--- src/rtl/rspcap_pkg.sv ---
package rspcap_pkg;
   typedef enum logic [1:0] {
      RSP_NONE      = 2'd0,
      RSP_SHORT_CRC = 2'd1,
      RSP_LONG      = 2'd2,
      RSP_SHORT_RAW = 2'd3
   } rsp_kind_e;

   typedef enum logic [1:0] {
      ST_IDLE = 2'd0,
      ST_HUNT = 2'd1,
      ST_RECV = 2'd2
   } cap_state_e;
endpackage

--- src/rtl/rspcap_seq.sv ---
module rspcap_seq
   import rspcap_pkg::*;
#(
   parameter int SHORT_BITS = 48,
   parameter int LONG_BITS  = 136,
   parameter int LONG_SKIP  = 8,
   parameter int CRC_SPAN   = 40,
   parameter int CRC_W      = 7
) (
   input  logic       clk,
   input  logic       rst_n,
   input  logic       cmd_issue,
   input  logic [1:0] cmd_type,
   input  logic       line_valid,
   input  logic       line_bit,
   input  logic       crc_match,
   output logic       pack_en,
   output logic       crc_calc_en,
   output logic       crc_rx_en,
   output logic       busy,
   output logic       done,
   output logic       crc_err
);
   localparam int IDX_W = $clog2(LONG_BITS + 1);
   localparam logic [IDX_W-1:0] SHORT_LAST = IDX_W'(SHORT_BITS - 1);
   localparam logic [IDX_W-1:0] LONG_LAST  = IDX_W'(LONG_BITS - 1);
   localparam logic [IDX_W-1:0] SKIP_IDX   = IDX_W'(LONG_SKIP);
   localparam logic [IDX_W-1:0] SPAN_IDX   = IDX_W'(CRC_SPAN);
   localparam logic [IDX_W-1:0] RX_END_IDX = IDX_W'(CRC_SPAN + CRC_W);

   cap_state_e       state_q;
   rsp_kind_e        kind_q;
   logic [IDX_W-1:0] idx_q;
   logic             done_q, err_q;

   logic             take, last, checked;
   logic [IDX_W-1:0] cur_idx, last_idx;

   assign cur_idx  = (state_q == ST_HUNT) ? '0 : idx_q;
   assign last_idx = (kind_q == RSP_LONG) ? LONG_LAST : SHORT_LAST;
   assign last     = (cur_idx == last_idx);
   assign checked  = (kind_q == RSP_SHORT_CRC);

   always_comb begin
      take = 1'b0;
      if (line_valid && !cmd_issue) begin
         if (state_q == ST_HUNT) take = !line_bit;
         else if (state_q == ST_RECV) take = 1'b1;
      end
   end

   assign pack_en     = take && ((kind_q != RSP_LONG) || (cur_idx >= SKIP_IDX));
   assign crc_calc_en = take && checked && (cur_idx < SPAN_IDX);
   assign crc_rx_en   = take && checked && (cur_idx >= SPAN_IDX) && (cur_idx < RX_END_IDX);

   always_ff @(posedge clk or negedge rst_n) begin
      if (!rst_n) begin
         state_q <= ST_IDLE;
         kind_q  <= RSP_NONE;
         idx_q   <= '0;
         done_q  <= 1'b0;
         err_q   <= 1'b0;
      end else begin
         done_q <= 1'b0;
         err_q  <= 1'b0;
         if (cmd_issue) begin
            kind_q <= rsp_kind_e'(cmd_type);
            idx_q  <= '0;
            if (rsp_kind_e'(cmd_type) == RSP_NONE) begin
               state_q <= ST_IDLE;
               done_q  <= 1'b1;
            end else begin
               state_q <= ST_HUNT;
            end
         end else if (take) begin
            idx_q <= cur_idx + 1'b1;
            if (last) begin
               state_q <= ST_IDLE;
               done_q  <= 1'b1;
               err_q   <= checked && !crc_match;
            end else begin
               state_q <= ST_RECV;
            end
         end
      end
   end

   assign busy    = (state_q != ST_IDLE);
   assign done    = done_q;
   assign crc_err = err_q;
endmodule

--- src/rtl/rspcap_crc7.sv ---
module rspcap_crc7 #(
   parameter int CRC_W    = 7,
   parameter int CRC_POLY = 9
) (
   input  logic clk,
   input  logic rst_n,
   input  logic clr,
   input  logic calc_en,
   input  logic rx_en,
   input  logic bit_in,
   output logic match
);
   localparam logic [CRC_W-1:0] POLY = CRC_W'(CRC_POLY);

   logic [CRC_W-1:0] crc_q, rx_q, crc_nxt;
   logic             fb;

   assign fb = bit_in ^ crc_q[CRC_W-1];

   assign crc_nxt[0] = fb & POLY[0];
   for (genvar i = 1; i < CRC_W; i++) begin : g_tap
      assign crc_nxt[i] = crc_q[i-1] ^ (fb & POLY[i]);
   end

   always_ff @(posedge clk or negedge rst_n) begin
      if (!rst_n) begin
         crc_q <= '0;
         rx_q  <= '0;
      end else if (clr) begin
         crc_q <= '0;
         rx_q  <= '0;
      end else begin
         if (calc_en) crc_q <= crc_nxt;
         if (rx_en)   rx_q  <= {rx_q[CRC_W-2:0], bit_in};
      end
   end

   assign match = (crc_q == rx_q);
endmodule

--- src/rtl/rspcap_packer.sv ---
module rspcap_packer #(
   parameter int HW_W = 16
) (
   input  logic            clk,
   input  logic            rst_n,
   input  logic            clr,
   input  logic            en,
   input  logic            bit_in,
   output logic            push,
   output logic [HW_W-1:0] word
);
   localparam int CW = $clog2(HW_W);
   localparam logic [CW-1:0] CNT_LAST = CW'(HW_W - 1);

   logic [HW_W-2:0] sh_q;
   logic [CW-1:0]   cnt_q;

   always_ff @(posedge clk or negedge rst_n) begin
      if (!rst_n) begin
         sh_q  <= '0;
         cnt_q <= '0;
      end else if (clr) begin
         sh_q  <= '0;
         cnt_q <= '0;
      end else if (en) begin
         sh_q  <= {sh_q[HW_W-3:0], bit_in};
         cnt_q <= (cnt_q == CNT_LAST) ? '0 : cnt_q + 1'b1;
      end
   end

   assign push = en && (cnt_q == CNT_LAST);
   assign word = {sh_q, bit_in};
endmodule

--- src/rtl/rspcap_hwfifo.sv ---
module rspcap_hwfifo #(
   parameter int HW_W  = 16,
   parameter int DEPTH = 8
) (
   input  logic                         clk,
   input  logic                         rst_n,
   input  logic                         flush,
   input  logic                         push,
   input  logic [HW_W-1:0]              wdata,
   input  logic                         pop,
   output logic [HW_W-1:0]              rdata,
   output logic [$clog2(DEPTH+1)-1:0]   count
);
   localparam int AW = (DEPTH > 1) ? $clog2(DEPTH) : 1;
   localparam int CW = $clog2(DEPTH + 1);
   localparam logic [AW-1:0] PTR_LAST = AW'(DEPTH - 1);
   localparam logic [CW-1:0] CNT_FULL = CW'(DEPTH);

   logic [HW_W-1:0] mem [DEPTH];
   logic [AW-1:0]   wptr_q, rptr_q;
   logic [CW-1:0]   cnt_q;
   logic            do_push, do_pop;

   assign do_push = push && (cnt_q != CNT_FULL);
   assign do_pop  = pop && (cnt_q != '0);

   always_ff @(posedge clk) begin
      if (do_push && !flush) mem[wptr_q] <= wdata;
   end

   always_ff @(posedge clk or negedge rst_n) begin
      if (!rst_n) begin
         wptr_q <= '0;
         rptr_q <= '0;
         cnt_q  <= '0;
      end else if (flush) begin
         wptr_q <= '0;
         rptr_q <= '0;
         cnt_q  <= '0;
      end else begin
         if (do_push) wptr_q <= (wptr_q == PTR_LAST) ? '0 : wptr_q + 1'b1;
         if (do_pop)  rptr_q <= (rptr_q == PTR_LAST) ? '0 : rptr_q + 1'b1;
         case ({do_push, do_pop})
            2'b10:   cnt_q <= cnt_q + 1'b1;
            2'b01:   cnt_q <= cnt_q - 1'b1;
            default: cnt_q <= cnt_q;
         endcase
      end
   end

   assign rdata = (cnt_q == '0) ? '0 : mem[rptr_q];
   assign count = cnt_q;
endmodule

--- src/rtl/rsp_capture.sv ---
module rsp_capture #(
   parameter int HW_W       = 16,
   parameter int FIFO_DEPTH = 8,
   parameter int SHORT_BITS = 48,
   parameter int LONG_BITS  = 136,
   parameter int CRC_SPAN   = 40,
   parameter int CRC_W      = 7,
   parameter int CRC_POLY   = 9
) (
   input  logic                              clk,
   input  logic                              rst_n,
   input  logic                              cmd_issue,
   input  logic [1:0]                        cmd_rsp_type,
   input  logic                              line_valid,
   input  logic                              line_bit,
   input  logic                              pop,
   output logic [HW_W-1:0]                   pop_data,
   output logic [$clog2(FIFO_DEPTH+1)-1:0]   fifo_count,
   output logic                              rsp_busy,
   output logic                              rsp_done,
   output logic                              rsp_crc_err
);
   localparam int LONG_SKIP = LONG_BITS - FIFO_DEPTH * HW_W;

   if (SHORT_BITS % HW_W != 0) begin : g_bad_short
      $error("short frame must be a whole number of halfwords");
   end
   if (LONG_SKIP < 0) begin : g_bad_depth
      $error("queue too shallow for a long frame");
   end
   if (SHORT_BITS / HW_W > FIFO_DEPTH) begin : g_bad_short_depth
      $error("queue too shallow for a short frame");
   end
   if (CRC_SPAN + CRC_W + 1 != SHORT_BITS) begin : g_bad_crc_span
      $error("CRC span and width must fill the short frame");
   end

   logic pack_en, crc_calc_en, crc_rx_en, crc_match;
   logic push;
   logic [HW_W-1:0] word;

   rspcap_seq #(
      .SHORT_BITS(SHORT_BITS),
      .LONG_BITS (LONG_BITS),
      .LONG_SKIP (LONG_SKIP),
      .CRC_SPAN  (CRC_SPAN),
      .CRC_W     (CRC_W)
   ) u_seq (
      .clk        (clk),
      .rst_n      (rst_n),
      .cmd_issue  (cmd_issue),
      .cmd_type   (cmd_rsp_type),
      .line_valid (line_valid),
      .line_bit   (line_bit),
      .crc_match  (crc_match),
      .pack_en    (pack_en),
      .crc_calc_en(crc_calc_en),
      .crc_rx_en  (crc_rx_en),
      .busy       (rsp_busy),
      .done       (rsp_done),
      .crc_err    (rsp_crc_err)
   );

   rspcap_crc7 #(
      .CRC_W   (CRC_W),
      .CRC_POLY(CRC_POLY)
   ) u_crc (
      .clk    (clk),
      .rst_n  (rst_n),
      .clr    (cmd_issue),
      .calc_en(crc_calc_en),
      .rx_en  (crc_rx_en),
      .bit_in (line_bit),
      .match  (crc_match)
   );

   rspcap_packer #(.HW_W(HW_W)) u_pack (
      .clk   (clk),
      .rst_n (rst_n),
      .clr   (cmd_issue),
      .en    (pack_en),
      .bit_in(line_bit),
      .push  (push),
      .word  (word)
   );

   rspcap_hwfifo #(.HW_W(HW_W), .DEPTH(FIFO_DEPTH)) u_fifo (
      .clk  (clk),
      .rst_n(rst_n),
      .flush(cmd_issue),
      .push (push),
      .wdata(word),
      .pop  (pop),
      .rdata(pop_data),
      .count(fifo_count)
   );
endmodule

--- config.mk ---
export PLATFORM = sky130hd
export DESIGN_NAME = rsp_capture
export DESIGN_NICKNAME = d
export VERILOG_FILES = /design/src/rtl/rspcap_pkg.sv /design/src/rtl/rspcap_seq.sv /design/src/rtl/rspcap_crc7.sv /design/src/rtl/rspcap_packer.sv /design/src/rtl/rspcap_hwfifo.sv /design/src/rtl/rsp_capture.sv
export SDC_FILE = /design/constraint.sdc
export NUM_CORES = 1
export LEC_CHECK = 0
export BUFFER_PORTS_ARGS = -buffer_cell sky130_fd_sc_hd__buf_2
export CELL_PAD_IN_SITES_DETAIL_PLACEMENT = 1
export CELL_PAD_IN_SITES_GLOBAL_PLACEMENT = 1
export CORE_MARGIN = 2
export CORE_UTILIZATION = 52
export CTS_CLUSTER_DIAMETER = 30
export DETAILED_ROUTE_END_ITERATION = 16
export GPL_ROUTABILITY_DRIVEN = 0
export PLACE_DENSITY = 0.91
export SYNTH_ARGS = -nofsm -noshare
export SYNTH_HDL_FRONTEND = slang
export SYNTH_SLANG_ARGS = --single-unit
--- constraint.sdc ---
create_clock -name clk -period 4.9 [get_ports clk]
set_input_delay 0.735 -clock clk [delete_from_list [all_inputs] [get_ports clk]]
set_output_delay 0.735 -clock clk [all_outputs]
set_load 0.005 [all_outputs]
# After elaboration in Yosys (flattened, before gate mapping)

Memories as Yosys holds them, arrays and structs flattened.
Index checks and enable logic that the tools add are counted.

Bits in registers: 57
Latch bits: 0
Bits in writable memories: 128
Bits in read-only memories: 0
Output and inout bits: 23
Logic and storage cells: 102
Memories: 1

Memory list:

| name       | depth | bits a word | read ports | clocked after memory_dff | write ports | line                | text |
|---|---|---|---|---|---|---|---|
| u_fifo.mem | 8     | 16          | 1          | 0                        | 1           | rspcap_hwfifo.sv:19 | `logic [HW_W-1:0] mem [DEPTH];` |

Add/sub/neg operators: 6
Multiply operators: 0
Divide/modulo/power cells: 0
$lt $le $gt $ge: 4
Equal/unequal tests: 13
Shift operators: 0
Mux-type cells: 38
Bitwise operators: 2
Reductions and logical operators: 26

Operators by type and width:

| kind                  | count |
|---|---|
| $mux W8               | 4 |
| $mux W15              | 2 |
| $mux W7               | 4 |
| $mux W3               | 6 |
| $lt A8 B6 Y1 const B  | 2 |
| $mux W16              | 1 |
| $mux W4               | 4 |
| $reduce_bool A2 Y1    | 7 |
| $mux W1               | 13 |
| $logic_and A1 B1 Y1   | 11 |
| $add A4 B1 Y4 const B | 2 |
| $add A8 B1 Y8 const B | 1 |
| $eq A8 B8 Y1          | 1 |
| $ge A8 B4 Y1 const B  | 1 |
| $ge A8 B6 Y1 const B  | 1 |
| $pmux W4 S2           | 1 |
| $eq A7 B7 Y1          | 1 |
| $add A3 B1 Y3 const B | 2 |
| $eq A2 B1 Y1 const B  | 3 |
| $eq A2 B2 Y1 const B  | 3 |
| $eq A3 B3 Y1 const B  | 2 |
| $mux W2               | 3 |
| $eq A4 B4 Y1 const B  | 1 |
| $logic_not A4 Y1      | 1 |
| other kinds (9)       | 12 |

# Logic depth before layout (Yosys ltp)

Word-level depth: 10
Depth in mapped cells: 12
Gate-level depth less buffers: 12

# Modules after synthesis

A second synthesis with hierarchy kept.

Cell total of the unflattened synthesis: 509
Area total of the unflattened synthesis: 7893.8 um^2

Modules (own cells, without submodules):

| module        | times used | cells each | area each (um^2) |
|---|---|---|---|
| rspcap_hwfifo | 1          | 279        | 5535.3 |
| rspcap_seq    | 1          | 101        | 863.3 |
| rspcap_packer | 1          | 71         | 823.3 |
| rspcap_crc7   | 1          | 58         | 671.9 |

# Worst setup path before layout

OpenSTA, ideal clock, no wires.

Path type: input -> register
Start: input line_bit
End: memory u_fifo.mem[2][0], enable pin
Setup time: 436 ps
Arrival: 3560 ps
Data required time: 4464 ps
Slack: 904 ps
Stages on the path: 5
Buffers on the path: 1
Cell sequence: or3b_1 a21oi_4 o211ai_2 buf_2 nor4b_1

Word-level cells in the longest chain between the ends: 9

Ends and longest elaborated chain:

| element                       | line                | text |
|---|---|---|
| start: declaration            | rsp_capture.sv:15   | `input logic line_bit,` |
| $logic_not A1 Y1              | rspcap_seq.sv:47    | `if (state_q == ST_HUNT) take = !line_bit;` |
| $mux W1                       | rspcap_seq.sv:47    |  |
| $mux W1                       | rspcap_seq.sv:46    | `if (line_valid && !cmd_issue) begin` |
| $logic_and A1 B1 Y1           | rspcap_seq.sv:52    | `assign pack_en = take && ((kind_q != RSP_LONG) \|\| (cur_idx >= SKIP_IDX));` |
| $logic_and A1 B1 Y1           | rspcap_packer.sv:31 | `assign push = en && (cnt_q == CNT_LAST);` |
| $logic_and A1 B1 Y1           | rspcap_hwfifo.sv:24 | `assign do_push = push && (cnt_q != CNT_FULL);` |
| $logic_and A1 B1 Y1           | rspcap_hwfifo.sv:28 | `if (do_push && !flush) mem[wptr_q] <= wdata;` |
| $mux W1                       | rspcap_hwfifo.sv:28 |  |
| $mux W1 (implied by the code) | rspcap_hwfifo.sv:28 |  |
| end: declaration              | rspcap_hwfifo.sv:19 |  |

Every way passes these cells.

# Worst setup path after layout

Start: input line_bit
End: register u_fifo.cnt_q[3], in the netlist u_fifo.count[3]

Word-level cells in the longest chain between the ends: 9

Ends and longest elaborated chain:

| element                                             | line                | text |
|---|---|---|
| $logic_not A1 Y1 *                                  | rspcap_seq.sv:47    |  |
| $mux W1 *                                           | rspcap_seq.sv:47    |  |
| $mux W1 *                                           | rspcap_seq.sv:46    |  |
| $logic_and A1 B1 Y1 *                               | rspcap_seq.sv:52    |  |
| $logic_and A1 B1 Y1 *                               | rspcap_packer.sv:31 |  |
| $logic_and A1 B1 Y1 *                               | rspcap_hwfifo.sv:24 |  |
| $eq A2 B1 Y1 / $eq A2 B2 Y1 (equally long branches) | rspcap_hwfifo.sv:43 | `case ({do_push, do_pop})` |
| $pmux W4 S2                                         | rspcap_hwfifo.sv:43 |  |
| $mux W4                                             | rspcap_hwfifo.sv:36 | `end else if (flush) begin` |
| end signal: assignment                              | rspcap_hwfifo.sv:44 | `2'b10: cnt_q <= cnt_q + 1'b1;` |
| end signal: assignment                              | rspcap_hwfifo.sv:45 | `2'b01: cnt_q <= cnt_q - 1'b1;` |
| end signal: assignment                              | rspcap_hwfifo.sv:46 | `default: cnt_q <= cnt_q;` |
| end: declaration                                    | rspcap_hwfifo.sv:21 | `logic [CW-1:0] cnt_q;` |

Mark *: on every way between the ends. The rest lies on a longest branch, timed or not.
A chain may end at the register's enable or synchronous reset.

==> metrics.csv <==
metric;value;unit
grt peak-use layer;met2;
worst ir drop on vdd;0.248;mV
asr flop ratio synth;30.8;%
total grt overflow;0;
Yosys cell types;54;
via/cell ratio;6.04;
Final min period;3510;ps
slowest CP cell;o211ai_2;
via count;4449;
# IOs;31;
cts bufs inserted;17;
Post-synth EDFFs;128;
vias in the first global route;4962;
cts hold-fix bufs;0;
PwrDens;374;nW/um^2
Adder-Cell Fraction of Synth Area;1.43;%
switching share of power;21.9;%
xor/xnor share of the synthesized area;1.65;%
largest family of logic cells by synthesized area;multiplexers;
sequential power share;51.2;%
count of pins over their slew limit;0;
FILL cells;1347;
initial antenna violation count;0;
post-synthesis sequential area ratio;66.9;%
Critical Path Start Type;input pin;
chip height;127;um
Core ar.;14600;um^2
Slew headroom;21.6;%
Initial Utilization;53.8;%
Primary FF master, synth;edfxtp_1;
setup TNS;0;ps
synthesized flop and latch total;185;
fin nets;556;
post-synthesis mux area share;15.7;%
GR Util met3;3.52;%
RSZ-0062 raised after global routing;no;
Largest stage delay, worst path;480;ps
Post-Syn Nets;518;
Clock Power Share;42.0;%
synthesis warning total;0;
Syn Std Cell Area;7870;um^2
ANT nets after route;0;
post-CTS setup buffers;0;
H-tree depth;4;
Max-Cap Viols;0;
P&R area growth vs syn;13.0;%
grt met1 use;29.4;%
ratio of cells with drive above 1 in the final layout;23.6;%
met2 Usage GRT;40.7;%
first-pass GRT wire length;27700;um
Crit Path Category;in -> reg;
GRT Total Usage;23.1;%
top post-synthesis cells by area;edfxtp_1, dfrtp_1, mux4_2;
TritonCTS clock tree;yes;
total power;0.00332;W
post-synthesis compound-gate area fraction;3.89;%
status;complete, no violations;
Port Buffers;30;
WP data required;5220;ps
setup violators final;0;
worst-path cell chain;buf_2 -> or3b_1 -> a21oi_4 -> o211ai_2 -> and2_1 -> ha_1 -> a31oi_1 -> nor2_1 -> mux2i_1 -> mux2_2;
CP arrival;3830;ps
Worst Clk Skew;7.55;ps
worst skew pair latency;430;ps
post-cts gate resize count;0;
maximum clock path buffer count;2;
drt first pass iters;7;
DRC;0;
Int Pwr;0.00259;W
DR iter-0 viols;317;
clock sinks;185;
Avg Cell Area, Syn;15.7;um^2
DR WL/cell;23.6;um
largest net degree at the start of global routing;58;
Comb pwr share;6.8;%
critical path endpoint category;flop;
# diodes;0;
Reg clk slew, reported paths;70;ps
floorplan row count;44;
highest clock rate;285;MHz
sw power;0.000728;W
post-synthesis simple-gate area fraction;8.52;%
Total Wirelength;17400;um
largest area contributor in the netlist;edfxtp_1;
Worst-Margin Slew;1180;ps
Die X;127;um
Final Hold Viols;0;
final period utilization;71.6;%
post-synth top area share;48.8;%
Post-Synthesis Cells;501;
die area;16100;um^2
Lkg Pwr;3.39;nW
post-DP HPWL;10800;um
critical-path maximum fanout;17;
CTS root buf;clkbuf_16;
min-delay worst type;in -> async;
## layout by cell type (no fill, tap or decap), types with 4 or more instances in the layout
| cell type | count |
|---|---|
| a21oi_1 | 7 |
| buf_2 | 30 |
| buf_4 | 13 |
| clkbuf_16 | 17 |
| dfrtp_1 | 55 |
| edfxtp_1 | 128 |
| ha_1 | 9 |
| inv_1 | 10 |
| mux2_2 | 4 |
| mux2i_1 | 46 |
| mux4_2 | 32 |
| nand2_1 | 18 |
| nand2b_1 | 7 |
| nand3_1 | 8 |
| nand4_1 | 5 |
| nor2_1 | 61 |
| nor2b_1 | 6 |
| nor3_1 | 5 |
| o21ai_0 | 11 |
| xnor2_1 | 6 |
| xor2_1 | 7 |
## kinds of logic after synthesis
kind of cell,count (synthesis)
AOI/OAI and AO/OA,44
buffers and inverters,34
xor gates and xnor gates,14
muxes,83
DFF,185
adders and majority gates,9
and+or+nand+nor,132
## through the flow
stage          instance area (um^2)  worst slack (ps)  instances  hold WS (ps)  util [%]
2_1_floorplan                  7870               904        501           439         -
3_3_place_gp                   8290              1190        704           506      56.6
3_5_place_dp                   8290              1030        704           512      56.6
4_1_cts                        8890              1360        736           491      60.7
5_1_grt                        8890              1220        736           522      60.7
6_report                       8890              1390        736           462      60.7
## synthesized netlist by cell type (4+ instances only)
cell / n
nand4_1: 5
nor2b_1: 6
nand2b_1: 7
ha_1: 9
a21oi_1: 7
xor2_1: 7
mux2_2: 4
nand2_1: 18
nor2_1: 61
clkbuf_1: 13
xnor2_1: 6
o21ai_0: 11
dfrtp_1: 57
mux4_2: 32
edfxtp_1: 128
mux2i_1: 46
nor3_1: 7
buf_2: 8
inv_1: 10
nand3_1: 8
## worst max-delay path, delay by kind of cell
family | cells | cell delay (ps)
adder cells (fa/ha/maj) | 1 | 350
AO/OA/AOI/OAI | 3 | 1130
multiplexers | 2 | 600
AND/OR/NAND/NOR | 3 | 850
buffers and inverters | 1 | 170
## state kept, by name, summed over array words and instances (netlist names), 3 cells and up
name	flops
u_pack.sh_q	15
u_seq.idx_q	8
u_fifo.wptr_q	3
u_fifo.count	4
u_fifo.rptr_q	3
u_crc.rx_q	7
u_crc.crc_q	7
u_pack.cnt_q	4
u_fifo.mem	128
## final timing paths
| check | depth (start not counted) | slack (ps) | endpoint | from |
|---|---|---|---|---|
| max | 10 | 1390 | u_fifo.count[3] | line_bit |
| min | 2 | 460 | u_crc.crc_q[5] | rst_n |
| max reg2reg | 9 | 1420 | u_fifo.count[3] | u_seq.state_q[1] |
| min reg2reg | 1 | 530 | u_seq.kind_q[1] | u_seq.kind_q[1] |
| max in group asynchronous | 2 | 3880 | u_fifo.rptr_q[0] | rst_n |
| min in group clk | 1 | 530 | u_seq.kind_q[1] | u_seq.kind_q[1] |
## area by class of cell
cell class	instances	area (um^2)	share of cell area [%]
Clock buffer	20	457	5.14
Tap cell	184	230	2.59
Multi-Input combinational cell	282	2500	28.1
Clock inverter	12	149	1.67
Sequential cell	185	5270	59.3
Inverter	10	37.5	0.422
Timing Repair Buffer	43	248	2.79
## power by group through the flow
stage               combinational (W)  clock [W]  sequential [W]
finish                       0.000226    0.00139         0.00170
global route                 0.000249    0.00147         0.00170
detailed placement           0.000228          0         0.00173
CTS                          0.000230    0.00141         0.00170
global placement             0.000217          0         0.00173
floorplan                    0.000158          0         0.00171
## per-layer routing
metal	part of all wire [%]	up-vias
li1	-	1974
met4	1.3	0
met2	54	85
met1	42	2368
met3	3.2	22
met5	0	-
Note: power is estimated with default switching activity, not from simulation.
